<file path="config.mk">
export PLATFORM = sky130hd
export DESIGN_NAME = scan_tap_port
export DESIGN_NICKNAME = d
export VERILOG_FILES = /design/src/rtl/scan_tap_pkg.sv /design/src/rtl/scan_tap_fsm.sv /design/src/rtl/scan_tap_ireg.sv /design/src/rtl/scan_tap_dreg.sv /design/src/rtl/scan_tap_port.sv
export SDC_FILE = /design/constraint.sdc
export NUM_CORES = 1
export LEC_CHECK = 0
export ABC_AREA = 1
export BUFFER_PORTS_ARGS = -buffer_cell sky130_fd_sc_hd__buf_2
export CORE_UTILIZATION = 50
export CTS_CLUSTER_DIAMETER = 100
export CTS_CLUSTER_SIZE = 25
export DETAILED_ROUTE_END_ITERATION = 16
export PLACE_DENSITY = 0.66
export SLEW_MARGIN = 40
export SYNTH_ARGS = -nofsm -noshare
export SYNTH_HDL_FRONTEND = slang
export SYNTH_SLANG_ARGS = --single-unit
export TNS_END_PERCENT = 30
</file>
<file path="constraint.sdc">
create_clock -name tck -period 3.9 [get_ports tck]
set_clock_uncertainty 0.1 [all_clocks]
set_input_delay 0.585 -clock tck [delete_from_list [all_inputs] [get_ports tck]]
set_output_delay 0.585 -clock tck [all_outputs]
set_load 0.05 [all_outputs]
</file>
<file path="src/rtl/scan_tap_pkg.sv">
package scan_tap_pkg;

   typedef enum logic [3:0] {
      ST_RESET, ST_IDLE,
      ST_DR_SEL, ST_DR_CAP, ST_DR_SHIFT, ST_DR_EXIT1, ST_DR_PAUSE, ST_DR_EXIT2, ST_DR_UPD,
      ST_IR_SEL, ST_IR_CAP, ST_IR_SHIFT, ST_IR_EXIT1, ST_IR_PAUSE, ST_IR_EXIT2, ST_IR_UPD
   } tap_state_e;

   function automatic tap_state_e tap_next(input tap_state_e st, input logic tms);
      tap_state_e nx;
      unique case (st)
         ST_RESET:    nx = tms ? ST_RESET    : ST_IDLE;
         ST_IDLE:     nx = tms ? ST_DR_SEL   : ST_IDLE;
         ST_DR_SEL:   nx = tms ? ST_IR_SEL   : ST_DR_CAP;
         ST_DR_CAP:   nx = tms ? ST_DR_EXIT1 : ST_DR_SHIFT;
         ST_DR_SHIFT: nx = tms ? ST_DR_EXIT1 : ST_DR_SHIFT;
         ST_DR_EXIT1: nx = tms ? ST_DR_UPD   : ST_DR_PAUSE;
         ST_DR_PAUSE: nx = tms ? ST_DR_EXIT2 : ST_DR_PAUSE;
         ST_DR_EXIT2: nx = tms ? ST_DR_UPD   : ST_DR_SHIFT;
         ST_DR_UPD:   nx = tms ? ST_DR_SEL   : ST_IDLE;
         ST_IR_SEL:   nx = tms ? ST_RESET    : ST_IR_CAP;
         ST_IR_CAP:   nx = tms ? ST_IR_EXIT1 : ST_IR_SHIFT;
         ST_IR_SHIFT: nx = tms ? ST_IR_EXIT1 : ST_IR_SHIFT;
         ST_IR_EXIT1: nx = tms ? ST_IR_UPD   : ST_IR_PAUSE;
         ST_IR_PAUSE: nx = tms ? ST_IR_EXIT2 : ST_IR_PAUSE;
         ST_IR_EXIT2: nx = tms ? ST_IR_UPD   : ST_IR_SHIFT;
         ST_IR_UPD:   nx = tms ? ST_DR_SEL   : ST_IDLE;
         default:     nx = ST_RESET;
      endcase
      return nx;
   endfunction

endpackage

</file>
<file path="src/rtl/scan_tap_fsm.sv">
module scan_tap_fsm
   import scan_tap_pkg::*;
(
   input  logic       tck,
   input  logic       trst_n,
   input  logic       tms,
   output tap_state_e state
);

   tap_state_e state_q;

   always_ff @(posedge tck or negedge trst_n) begin
      if (!trst_n) state_q <= ST_RESET;
      else         state_q <= tap_next(state_q, tms);
   end

   assign state = state_q;

endmodule

</file>
<file path="src/rtl/scan_tap_ireg.sv">
module scan_tap_ireg
   import scan_tap_pkg::*;
#(
   parameter int unsigned IR_W      = 5,
   parameter logic [IR_W-1:0] OP_FLOAT = 5'b00101,
   parameter logic [IR_W-1:0] OP_IDENT = 5'b00110,
   parameter logic [IR_W-1:0] OP_PASS  = 5'b11111
) (
   input  logic            tck,
   input  logic            trst_n,
   input  tap_state_e      state,
   input  logic            tdi,
   output logic            ir_sdo,
   output logic [IR_W-1:0] ir_shift,
   output logic [IR_W-1:0] ir_active,
   output logic            sel_ident,
   output logic            hiz
);

   localparam logic [IR_W-1:0] CAP_PAT = {{(IR_W-1){1'b0}}, 1'b1};

   logic [IR_W-1:0] shift_q;
   logic [IR_W-1:0] active_q;

   always_ff @(posedge tck or negedge trst_n) begin
      if (!trst_n) begin
         shift_q  <= CAP_PAT;
         active_q <= OP_IDENT;
      end else begin
         unique case (state)
            ST_RESET:    active_q <= OP_IDENT;
            ST_IR_CAP:   shift_q  <= CAP_PAT;
            ST_IR_SHIFT: shift_q  <= {tdi, shift_q[IR_W-1:1]};
            ST_IR_UPD:   active_q <= shift_q;
            default:     ;
         endcase
      end
   end

   // Unlisted opcodes fall through to the pass-through stage
   always_comb begin
      sel_ident = 1'b0;
      hiz       = 1'b0;
      if (active_q == OP_IDENT)      sel_ident = 1'b1;
      else if (active_q == OP_FLOAT) hiz       = 1'b1;
      else if (active_q == OP_PASS)  hiz       = 1'b0;
   end

   assign ir_sdo    = shift_q[0];
   assign ir_shift  = shift_q;
   assign ir_active = active_q;

endmodule

</file>
<file path="src/rtl/scan_tap_dreg.sv">
module scan_tap_dreg
   import scan_tap_pkg::*;
#(
   parameter int unsigned ID_W = 32,
   parameter logic [ID_W-1:0] ID_VALUE = 32'h4A7C_305B
) (
   input  logic       tck,
   input  logic       trst_n,
   input  tap_state_e state,
   input  logic       tdi,
   input  logic       sel_ident,
   output logic       pass_q,
   output logic       dr_sdo
);

   logic [ID_W-1:0] id_q;

   always_ff @(posedge tck or negedge trst_n) begin
      if (!trst_n) begin
         pass_q <= 1'b0;
      end else if (state == ST_DR_CAP) begin
         pass_q <= 1'b0;
      end else if (state == ST_DR_SHIFT && !sel_ident) begin
         pass_q <= tdi;
      end
   end

   always_ff @(posedge tck or negedge trst_n) begin
      if (!trst_n) begin
         id_q <= ID_VALUE;
      end else if (sel_ident) begin
         if (state == ST_DR_CAP)        id_q <= ID_VALUE;
         else if (state == ST_DR_SHIFT) id_q <= {tdi, id_q[ID_W-1:1]};
      end
   end

   assign dr_sdo = sel_ident ? id_q[0] : pass_q;

endmodule

</file>
<file path="src/rtl/scan_tap_port.sv">
module scan_tap_port
   import scan_tap_pkg::*;
#(
   parameter int unsigned IR_W = 5,
   parameter int unsigned ID_W = 32,
   parameter logic [ID_W-1:0] ID_VALUE = 32'h4A7C_305B,
   parameter logic [IR_W-1:0] OP_FLOAT = 5'b00101,
   parameter logic [IR_W-1:0] OP_IDENT = 5'b00110,
   parameter logic [IR_W-1:0] OP_PASS  = 5'b11111,
   parameter bit TDO_ON_FALL = 1'b1
) (
   input  logic tck,
   input  logic trst_n,
   input  logic tms,
   input  logic tdi,
   output logic tdo,
   output logic tdo_oe,
   output logic sys_mode,
   output logic out_hiz
);

   if (IR_W < 2) begin : g_bad_irw
      $error("IR_W must be at least 2");
   end
   if (ID_W < 2) begin : g_bad_idw
      $error("ID_W must be at least 2");
   end
   if (ID_VALUE[0] != 1'b1) begin : g_bad_id
      $error("ID_VALUE bit 0 must be 1");
   end
   if (OP_FLOAT == OP_IDENT || OP_FLOAT == OP_PASS || OP_IDENT == OP_PASS) begin : g_bad_op
      $error("opcodes must be distinct");
   end

   tap_state_e      state_q;
   logic            ir_sdo, dr_sdo, sel_ident, hiz, pass_q;
   logic [IR_W-1:0] ir_shift, ir_active;
   logic            sdo_next, oe_next;

   scan_tap_fsm u_fsm (
      .tck(tck), .trst_n(trst_n), .tms(tms), .state(state_q)
   );

   scan_tap_ireg #(
      .IR_W(IR_W), .OP_FLOAT(OP_FLOAT), .OP_IDENT(OP_IDENT), .OP_PASS(OP_PASS)
   ) u_ireg (
      .tck(tck), .trst_n(trst_n), .state(state_q), .tdi(tdi),
      .ir_sdo(ir_sdo), .ir_shift(ir_shift), .ir_active(ir_active),
      .sel_ident(sel_ident), .hiz(hiz)
   );

   scan_tap_dreg #(
      .ID_W(ID_W), .ID_VALUE(ID_VALUE)
   ) u_dreg (
      .tck(tck), .trst_n(trst_n), .state(state_q), .tdi(tdi),
      .sel_ident(sel_ident), .pass_q(pass_q), .dr_sdo(dr_sdo)
   );

   assign sdo_next = (state_q == ST_IR_SHIFT) ? ir_sdo : dr_sdo;
   assign oe_next  = (state_q == ST_IR_SHIFT) || (state_q == ST_DR_SHIFT);

   if (TDO_ON_FALL) begin : g_out_fall
      always_ff @(negedge tck or negedge trst_n) begin
         if (!trst_n) begin
            tdo    <= 1'b0;
            tdo_oe <= 1'b0;
         end else begin
            tdo    <= sdo_next;
            tdo_oe <= oe_next;
         end
      end
   end else begin : g_out_rise
      always_ff @(posedge tck or negedge trst_n) begin
         if (!trst_n) begin
            tdo    <= 1'b0;
            tdo_oe <= 1'b0;
         end else begin
            tdo    <= sdo_next;
            tdo_oe <= oe_next;
         end
      end
   end

   assign out_hiz  = hiz;
   assign sys_mode = ~hiz;

endmodule

</file>
==> results.yml <==
status:
  outcome: "finished with violations"
  violations: "DRC"
yosys:
  synth_seq_area_share_pct: 52.9
  synth_warnings: 0
  synth_nets: 265
  synth_edf_count: 0
  ys_seq_elements: 49
  synth_cell_type_count: 25
  synthCells: 261
  syn_area_per_cell_sq_um: 9.05
  synthArstFlopShare_pct: 100
  synth_flop_cell: "dfrtp_1"
  syn-cell-area_sq_mm: 0.00236
global_routing:
  grt_overflow: 0
  grt_util_all_layers_pct: 18.7
  grt_max_degree: 65
  grt_antenna_before_repair: 0
  grt_pass1_vias: 1620
  grt_first_pass_wirelength_mm: 7.40
routing:
  vias: 1693
  viasPerCell: 5.29
  wire_per_inst_microns: 12.5
  wl_mm: 4.00
  dr.pass1.iters: 10
  first_iter_violations: 134
  drc: 2
  antenna_left: 0
floorplan:
  die-width_microns: 70.7
  rows: 24
  initial_utilization_pct: 53.1
  die-area_sq_mm: 0.00500
  core_sq_mm: 0.00444
  die-height_microns: 70.7
  io_pins: 8
worst_setup_path:
  r2r_cells: 5
  r2r_setup_slack_ns: 0.49
  regToRegEndpoint: "tdo"
  critPathSlowestCell: "dfrtn_1"
  crit_family: "flip-flops"
  start_kind: "register"
  end_kind: "output pin"
  crit_chain: "buf_2"
  crit_required_ns: 3.21
  cp_max_fo: 1
  worstReg2RegStart: "u_fsm.state[3]"
  worst-setup-path-type: "register to output pin"
  max_stage_delay_ns: 0.38
  cp.arrival_ns: 2.88
  crit_buf_inv: 1
place:
  place_congestion: 0.841
  dp_slack_ns: 0.555
  dp_hpwl_mm: 2.62
  numPortBuffers: 7
  dp.cells: 312
  placed_area_sq_mm: 0.00237
pwr:
  p_leak_nw: 1.17
  power_density_mw_per_mm2: 785
  max-vdd-ir-drop_uv: 322
final_layout:
  final_common_cell: "nand2_1"
  antennaDiodeCount: 0
  fin_nets: 271
  final_cell_mix: "nand2_1 (79), o21ai_2 (33), dfrtp_1 (29), nor2_1 (25), inv_1 (21)"
  stdcell_count: 320
  syn_to_final_growth_pct: 5.35
  drive_gt1_share_pct: 28.7
  design_area_sq_mm: 0.00249
clock_network:
  postCtsHoldBufs: 0
  h-tree-depth: 2
  clock-sinks: 49
  clk_pin_slew_ns: 0.09
  clock-root-buffer: "clkbuf_8"
  clockBufferDepth: 2
  clk_latency_ns: 0.30
  cts_tree: "built"
  cts_made_buffers: 5
  post-cts-setup-buffers: 0
  cts_resized: 0
sta:
  setup_slack_ns: 0.334
  finalSetupTns_ns: 0
  slew_headroom_pct: 47.3
  grt_setup_unrepaired: "false"
  whs_ns: 0.0628
  hold_viol_final: 0
  setup_viol_count_final: 0
  worstMarginPinSlew_ns: 0.790
  finalMaxSlewViolations: 0
job:
  max_cap_viol_count: 0
worst_hold_path:
  hold_path_class: "input pin to async pin"
==> final cells by class <==
class	count	area, sq um
Sequential cell	49	1250
Clock buffer	7	86.3
Clock inverter	1	30.0
Inverter	25	97.6
Fill cell	423	1960
Multi-Input combinational cell	178	917
Tap cell	52	65.1
Timing Repair Buffer	8	42.5
==> metal layers <==
metal	vias to the layer above	track usage (%)	wire length [microns]
met5	-	0	0
met4	0	6.44	37
met3	4	4.70	190
met2	42	29.4	1790
met1	809	25.5	1980
li1	838	-	-
==> cells by family (layout without fill, tap and decap cells) <==
group | Yosys count | count (layout) | share of synthesized area (%)
AO/OA/AOI/OAI | 53 | 53 | 16.9
buffers and inverters | 34 | 41 | 8.27
flip-flops | 49 | 49 | 52.9
AND/OR/NAND/NOR | 125 | 125 | 22.0
==> flip-flops by register name (all words and copies together), names as in the netlist <==
register,flops
u_dreg.id_q,32
u_ireg.ir_active,5
u_ireg.ir_shift,5
u_fsm.state,4
tdo,1
tdo_oe,1
u_dreg.pass_q,1
==> synth_stat cells, types with 3 or more instances <==
| cell | number | area share (%) |
|---|---|---|
| nand3_1 | 11 | 2.3 |
| inv_1 | 21 | 3.3 |
| nand2_1 | 79 | 13 |
| dfstp_2 | 18 | 20 |
| o21ai_0 | 9 | 1.9 |
| o22ai_1 | 4 | 1.1 |
| o21ai_2 | 33 | 12 |
| buf_6 | 8 | 3.8 |
| dfrtp_1 | 29 | 31 |
| nand2_2 | 3 | 0.79 |
| nor2_1 | 25 | 4.0 |
| a21oi_1 | 5 | 1.1 |
==> worst max-delay path by stage <==
stage / startpoint / endpoint / slack (ns) / cells past startpoint
2_1_floorplan: u_ireg.ir_active[2] / sys_mode / 0.32 / 5
3_3_place_gp: u_ireg.ir_active[2] / tdo / 0.60 / 7
3_5_place_dp: u_ireg.ir_active[2] / tdo / 0.56 / 7
4_1_cts: tdo_oe / tdo_oe / 0.33 / 1
5_1_grt: tdo_oe / tdo_oe / 0.30 / 1
6_report: tdo_oe / tdo_oe / 0.33 / 1
==> where the power goes <==
part           internal (W)  switching [W]  total [W]
combinational      0.000234       0.000517   0.000751
sequential         0.000728       0.000101   0.000829
clock              0.000209       0.000164   0.000373
total               0.00117       0.000781    0.00195
==> per-stage QoR <==
| stage | utilization, % | total power (W) |
|---|---|---|
| after floorplan | - | 0.00153 |
| after global placement | 53.4 | 0.00158 |
| after detailed placement | 53.4 | 0.00159 |
| after CTS | 56.0 | 0.00197 |
| after global routing | 56.0 | 0.00212 |
| final | 56.0 | 0.00195 |
Power figures use the tool's default switching activity.
